File: config.mk
export PLATFORM = sky130hd
export DESIGN_NAME = qword_ldst_seq
export DESIGN_NICKNAME = d
export VERILOG_FILES = /design/src/rtl/qls_pkg.sv /design/src/rtl/qls_addr_gen.sv /design/src/rtl/qls_beat_ctrl.sv /design/src/rtl/qls_load_assemble.sv /design/src/rtl/qword_ldst_seq.sv
export SDC_FILE = /design/constraint.sdc
export NUM_CORES = 1
export LEC_CHECK = 0
export BUFFER_PORTS_ARGS = -buffer_cell sky130_fd_sc_hd__buf_2
export CAP_MARGIN = 20
export CORE_AREA = 2 2 187 189
export CTS_CLUSTER_DIAMETER = 50
export DETAILED_ROUTE_END_ITERATION = 8
export DIE_AREA = 0 0 189 191
export GPL_TIMING_DRIVEN = 0
export HOLD_SLACK_MARGIN = 0.02
export PLACE_DENSITY = 0.75
export SYNTH_ARGS = -nofsm -noshare
export SYNTH_HDL_FRONTEND = slang
export SYNTH_SLANG_ARGS = --single-unit
File: constraint.sdc
create_clock -name clk -period 3.09 [get_ports clk]
set_clock_uncertainty 0.1 [all_clocks]
set_input_delay 0.1545 -clock clk [delete_from_list [all_inputs] [get_ports clk]]
set_output_delay 0.1545 -clock clk [all_outputs]
set_load 0.01 [all_outputs]
File: src/rtl/qls_pkg.sv
package qls_pkg;
  typedef enum logic [2:0] {
    ST_IDLE    = 3'd0,
    ST_REQ_LO  = 3'd1,
    ST_WAIT_LO = 3'd2,
    ST_REQ_HI  = 3'd3,
    ST_WAIT_HI = 3'd4
  } qls_state_e;
endpackage

File: src/rtl/qls_addr_gen.sv
module qls_addr_gen #(
  parameter int ADDR_W   = 32,
  parameter int OFF_W    = 16,
  parameter int ALIGN_LG = 4
) (
  input  logic [ADDR_W-1:0] base_i,
  input  logic [OFF_W-1:0]  offset_i,
  output logic [ADDR_W-1:0] aligned_o
);
  logic [ADDR_W-1:0] disp_ext;
  logic [ADDR_W-1:0] eff_addr;

  generate
    if (ADDR_W > OFF_W) begin : g_sext
      assign disp_ext = {{(ADDR_W-OFF_W){offset_i[OFF_W-1]}}, offset_i};
    end else begin : g_trunc
      assign disp_ext = offset_i[ADDR_W-1:0];
    end
  endgenerate

  assign eff_addr  = base_i + disp_ext;
  assign aligned_o = {eff_addr[ADDR_W-1:ALIGN_LG], {ALIGN_LG{1'b0}}};
endmodule

File: src/rtl/qls_beat_ctrl.sv
module qls_beat_ctrl
  import qls_pkg::*;
(
  input  logic clk,
  input  logic rst_n,
  input  logic launch_i,
  input  logic skip_i,
  input  logic store_i,
  input  logic req_ready_i,
  input  logic rsp_valid_i,
  output logic idle_o,
  output logic req_valid_o,
  output logic beat_hi_o,
  output logic cap_lo_o,
  output logic cap_hi_o,
  output logic done_o
);
  qls_state_e state_q, state_d;
  logic       finish;
  logic       done_q;

  always_comb begin
    state_d  = state_q;
    finish   = 1'b0;
    cap_lo_o = 1'b0;
    cap_hi_o = 1'b0;
    unique case (state_q)
      ST_IDLE:    if (launch_i && !skip_i) state_d = ST_REQ_LO;
      ST_REQ_LO:  if (req_ready_i) state_d = store_i ? ST_REQ_HI : ST_WAIT_LO;
      ST_WAIT_LO: if (rsp_valid_i) begin
                    state_d  = ST_REQ_HI;
                    cap_lo_o = 1'b1;
                  end
      ST_REQ_HI:  if (req_ready_i) begin
                    if (store_i) begin
                      state_d = ST_IDLE;
                      finish  = 1'b1;
                    end else begin
                      state_d = ST_WAIT_HI;
                    end
                  end
      ST_WAIT_HI: if (rsp_valid_i) begin
                    state_d  = ST_IDLE;
                    finish   = 1'b1;
                    cap_hi_o = 1'b1;
                  end
      default:    state_d = ST_IDLE;
    endcase
  end

  always_ff @(posedge clk) begin
    if (!rst_n) begin
      state_q <= ST_IDLE;
      done_q  <= 1'b0;
    end else begin
      state_q <= state_d;
      done_q  <= finish | (launch_i && skip_i && state_q == ST_IDLE);
    end
  end

  assign idle_o      = (state_q == ST_IDLE);
  assign req_valid_o = (state_q == ST_REQ_LO) || (state_q == ST_REQ_HI);
  assign beat_hi_o   = (state_q == ST_REQ_HI) || (state_q == ST_WAIT_HI);
  assign done_o      = done_q;


  hold_req_chk: assert property (@(posedge clk) disable iff (!rst_n)
    (req_valid_o && !req_ready_i) |=> (req_valid_o && $stable(beat_hi_o)));


  done_idle_chk: assert property (@(posedge clk) disable iff (!rst_n)
    done_o |-> idle_o);
endmodule

File: src/rtl/qls_load_assemble.sv
module qls_load_assemble #(
  parameter int BEAT_W = 64
) (
  input  logic              clk,
  input  logic              rst_n,
  input  logic              cap_lo_i,
  input  logic              cap_hi_i,
  input  logic [BEAT_W-1:0] rsp_data_i,
  output logic [2*BEAT_W-1:0] qword_o
);
  logic [BEAT_W-1:0] lo_q, hi_q;

  always_ff @(posedge clk) begin
    if (!rst_n) begin
      lo_q <= '0;
      hi_q <= '0;
    end else begin
      if (cap_lo_i) lo_q <= rsp_data_i;
      if (cap_hi_i) hi_q <= rsp_data_i;
    end
  end

  assign qword_o = {hi_q, lo_q};


  one_cap_chk: assert property (@(posedge clk) disable iff (!rst_n)
    !(cap_lo_i && cap_hi_i));
endmodule

File: src/rtl/qword_ldst_seq.sv
module qword_ldst_seq #(
  parameter int ADDR_W = 32,
  parameter int OFF_W  = 16,
  parameter int IDX_W  = 5,
  parameter int BEAT_W = 64
) (
  input  logic                clk,
  input  logic                rst_n,
  input  logic                start_i,
  input  logic                is_store_i,
  input  logic [ADDR_W-1:0]   base_i,
  input  logic [OFF_W-1:0]    offset_i,
  input  logic [IDX_W-1:0]    reg_idx_i,
  input  logic [2*BEAT_W-1:0] store_data_i,
  output logic                busy_o,
  output logic                done_o,
  output logic                mem_req_valid_o,
  input  logic                mem_req_ready_i,
  output logic                mem_req_we_o,
  output logic [ADDR_W-1:0]   mem_req_addr_o,
  output logic [BEAT_W-1:0]   mem_req_wdata_o,
  input  logic                mem_rsp_valid_i,
  input  logic [BEAT_W-1:0]   mem_rsp_data_i,
  output logic                rf_we_o,
  output logic [IDX_W-1:0]    rf_idx_o,
  output logic [2*BEAT_W-1:0] rf_wdata_o
);
  localparam int QW_W     = 2 * BEAT_W;
  localparam int BEAT_B   = BEAT_W / 8;
  localparam int ALIGN_LG = $clog2(2 * BEAT_B);
  localparam logic [ADDR_W-1:0] HI_OFS = ADDR_W'(BEAT_B);

  logic              idle, launch, skip;
  logic              beat_hi, cap_lo, cap_hi;
  logic [ADDR_W-1:0] aligned_now;
  logic [ADDR_W-1:0] aligned_q;
  logic              store_q;
  logic [IDX_W-1:0]  idx_q;
  logic [QW_W-1:0]   wdata_q;

  qls_addr_gen #(.ADDR_W(ADDR_W), .OFF_W(OFF_W), .ALIGN_LG(ALIGN_LG)) addr_i (
    .base_i(base_i), .offset_i(offset_i), .aligned_o(aligned_now));

  assign launch = start_i && idle;
  assign skip   = !is_store_i && (reg_idx_i == '0);

  always_ff @(posedge clk) begin
    if (!rst_n) begin
      aligned_q <= '0;
      store_q   <= 1'b0;
      idx_q     <= '0;
      wdata_q   <= '0;
    end else if (launch) begin
      aligned_q <= aligned_now;
      store_q   <= is_store_i;
      idx_q     <= reg_idx_i;
      wdata_q   <= (reg_idx_i == '0) ? '0 : store_data_i;
    end
  end

  qls_beat_ctrl ctrl_i (
    .clk(clk), .rst_n(rst_n), .launch_i(launch), .skip_i(skip),
    .store_i(store_q), .req_ready_i(mem_req_ready_i),
    .rsp_valid_i(mem_rsp_valid_i), .idle_o(idle),
    .req_valid_o(mem_req_valid_o), .beat_hi_o(beat_hi),
    .cap_lo_o(cap_lo), .cap_hi_o(cap_hi), .done_o(done_o));

  qls_load_assemble #(.BEAT_W(BEAT_W)) asm_i (
    .clk(clk), .rst_n(rst_n), .cap_lo_i(cap_lo), .cap_hi_i(cap_hi),
    .rsp_data_i(mem_rsp_data_i), .qword_o(rf_wdata_o));

  assign busy_o          = !idle;
  assign mem_req_we_o    = store_q;
  assign mem_req_addr_o  = beat_hi ? (aligned_q | HI_OFS) : aligned_q;
  assign mem_req_wdata_o = beat_hi ? wdata_q[QW_W-1:BEAT_W] : wdata_q[BEAT_W-1:0];
  assign rf_we_o         = done_o && !store_q && (idx_q != '0);
  assign rf_idx_o        = idx_q;


  addr_align_chk: assert property (@(posedge clk) disable iff (!rst_n)
    mem_req_valid_o |-> (mem_req_addr_o[ALIGN_LG-2:0] == '0));


  req_stable_chk: assert property (@(posedge clk) disable iff (!rst_n)
    (mem_req_valid_o && !mem_req_ready_i) |=>
      ($stable(mem_req_addr_o) && $stable(mem_req_wdata_o) && $stable(mem_req_we_o)));


  rf_done_chk: assert property (@(posedge clk) disable iff (!rst_n)
    rf_we_o |-> (done_o && !busy_o));


  skip_load_chk: assert property (@(posedge clk) disable iff (!rst_n)
    (start_i && !busy_o && !is_store_i && reg_idx_i == '0) |=>
      (done_o && !mem_req_valid_o && !rf_we_o));


  zero_store_chk: assert property (@(posedge clk) disable iff (!rst_n)
    (mem_req_valid_o && mem_req_we_o && idx_q == '0) |-> (mem_req_wdata_o == '0));


  busy_start_chk: assert property (@(posedge clk) disable iff (!rst_n)
    (start_i && busy_o) |=> (busy_o || done_o));
endmodule

==> qor.yml <==
cells_and_area:
  nets: 2477
  fin_util_pct: 56.65
  fillers: 2899
  register_area_um2: 5886
  multiInputGateArea_um2: 6686
  syn_to_final_growth_pct: 47.87
  final_area_um2: 19330
  layout-drive-gt1-share_pct: 28.62
pwr:
  seqPwrFrac_pct: 40.2
  p_leak_nw: 8.384
  irDropWorstVdd_uv: 380.4
  combPwrFrac_pct: 18.6
  clkPwrFrac_pct: 41.2
  power_density_nw_per_um2: 531.3
  net-switching-power_mw: 2.930
  swShare_pct: 28.53
  p_int_mw: 7.340
detailed_routing:
  first_pass_iters: 5
  drtIter0Drc: 745
  vias: 14040
  routed_wl_um: 51160
  wl_per_cell_um: 19.04
  drc: 0
  viasPerCell: 5.226
  postRouteAntennaNets: 0
setup_path:
  critPathMaxFanout: 10
  critPathRequiredTime_ps: 2840
  cp_data_arrival_time_ps: 2580
  worst_setup_path_end_kind: "primary output"
  crit_type: "reg -> out"
  critPathLaunchType: "flip-flop"
sta:
  finalHoldViolCount: 0
  relSlewSlack_pct: 42.67
  worst_pin_slew_ps: 860.0
  clock.fmax_mhz: 352.6
  final.period_utilization_pct: 91.78
  min_period_ps: 2836
  setup_viol: 0
  final-max-slew-violation-count: 0
  hold_slack_ps: 73.24
  fin_ws_ps: 254.0
  rsz0062_at_grt: "false"
  finalSetupTns_ps: 0
place:
  pre_cts_slack_ps: 97.36
  place.gp.congestion: 0.9037
  io_buffers: 481
  dpl_cell_area_um2: 16050
  dp_hpwl_um: 35600
synth:
  ys.flop_type: "dfxtp_1"
  synth_cell_types: 60
  synthCells: 1470
  yosysWarnings: 0
  synth-edff-count: 0
  netlist_area_um2: 13070
  ys_seq_area_share_pct: 45.03
  async_reset_ff_share_pct: 0
  syn_avg_cell_area_um2: 8.891
  synth-seq-cells: 294
floorplanning:
  core-area_um2: 34120
  die_x_um: 189
  num_rows: 68
  die_area_um2: 36100
  top_level_ports: 485
  die_h_um: 191
  start_util_pct: 38.31
clock_tree:
  cts.sinks: 294
  path_clk_slew_ps: 60
  tritoncts: "yes"
  clock_path_buffers: 3
  insertion_delay_ps: 510
  cts_root_buffer: "clkbuf_16"
  cts_buffers: 38
  htree_levels: 2
worst_hold_path:
  min_path_type: "in -> reg"
job:
  max_cap_violations: 0
grt:
  first_global_vias: 14350
  grt_overflow: 0
  grt_pass1_wl_um: 76360
  track_usage_pct: 26.64
  antenna_found_initial: 8
  grt_max_degree: 18
run_status:
  status: "completed"
-- power groups by stage --
stage	sequential, mW	clock (mW)	combinational, mW
6_report	4.13	4.24	1.91
4_1_cts	4.12	4.29	1.86
5_1_grt	4.15	4.46	2.05
2_1_floorplan	4.20	0	0.944
3_5_place_dp	4.20	0	1.64
3_3_place_gp	4.19	0	1.61
-- stage by stage --
step	power [mW]	cells
after floorplan	5.149	1472
after global placement	5.796	2408
after detailed placement	5.836	2408
after CTS	10.27	2677
after global routing	10.66	2684
final	10.27	2687
-- worst paths after layout --
kind / start / cells after the start / slack [ps] / to
setup / recovery: ctrl_i.state_q[1] / 7 / 250 / mem_req_wdata_o[37]
hold / removal: base_i[25] / 3 / 70 / aligned_q[25]
setup reg to reg: ctrl_i.state_q[1] / 7 / 330 / wdata_q[44]
hold reg to reg: aligned_q[18] / 2 / 350 / aligned_q[18]
-- critical path, cell delays in order (launching register included) --
cell,delay [ps]
dfxtp_1,370
nor2_1,140
and2_1,190
a21o_1,140
clkbuf_2,290
buf_2,340
mux2_2,430
buf_2,150
-- cells in the final DEF (no fill, tap or decap), types with 15 or more instances in the layout --
cell,count
o21ai_0,39
dlygate4sd3_1,203
a22oi_1,129
dfxtp_1,294
mux2_2,64
clkbuf_1,92
ha_1,30
a21oi_1,33
nand2_1,326
nor2_1,21
and2_1,15
a21boi_0,135
buf_2,489
nor2b_1,130
clkbuf_16,39
-- per-layer routing --
metal	track usage, %	vias to the layer above	wire length, µm
li1	-	6567	-
met1	29.32	6570	19310
met2	47.60	714	25220
met3	5.820	190	3920
met4	14.78	2	2686
met5	0	-	13
-- registers in the layout, indices dropped and copies added (netlist names) --
register and flops:
wdata_q 128, asm_i.hi_q 64, asm_i.lo_q 64, aligned_q 28, rf_idx_o 5, ctrl_i.state_q 3, ctrl_i.done_o 1, mem_req_we_o 1
-- synth_stat cells (all sizes together), types with 2 or more instances --
library cell	instances	area (µm²)
nand2	327	1230
dfxtp	294	5886
a21boi	135	1013
nor2b	130	813.3
a22oi	129	968.4
clkbuf	89	337.8
mux2	64	720.7
o21ai	45	225.2
a21oi	35	182.7
ha	30	375.4
buf	21	126.4
nor2	21	78.83
and2	17	106.4
a21o	13	97.59
xnor2	13	113.9
xor2	13	113.9
a31oi	11	68.82
inv	8	30.03
nand4	8	50.05
and3	7	45.05
nand3	7	35.03
nor3	7	35.03
a41oi	4	42.55
o21bai	4	30.03
o31ai	4	35.03
a221oi	3	45.04
a221o	2	20.02
a311oi	2	17.52
mux2i	2	20.02
nand2b	2	12.51
o2111ai	2	17.52
o211a	2	20.02
o21ba	2	20.02
o311ai	2	17.52
-- area by class of cell --
cell class | count | area share, %
flip-flops and latches | 294 | 30.45
multi-input cells | 1059 | 34.60
plain buffers | 111 | 2.473
well taps | 455 | 2.946
clock inverters | 16 | 0.7574
repair buffers | 684 | 22.97
diodes | 10 | 0.1295
inverters | 8 | 0.1554
clock buffers | 50 | 5.522
-- logic make-up after synthesis --
kind of cell             synth area share (%)
adder cells (fa/ha/maj)                 2.872
flip-flops                              45.03
buffers and inverters                   3.868
multiplexers                            5.667
XOR/XNOR                                1.742
other                                 0.02869
AO/OA/AOI/OAI                           22.10
AND/OR/NAND/NOR                         18.69
-- timing repair --
action | 4_1_cts | 5_1_grt
endpoints found under the setup margin | 1 | 24
gates cloned | 0 | 0
gates resized for setup | 1 | 2
setup buffers | 0 | 0
hold buffers | 203 | 0
hold endpoints to repair | 268 | 0
No activity file was read; power rests on OpenSTA's default activity.
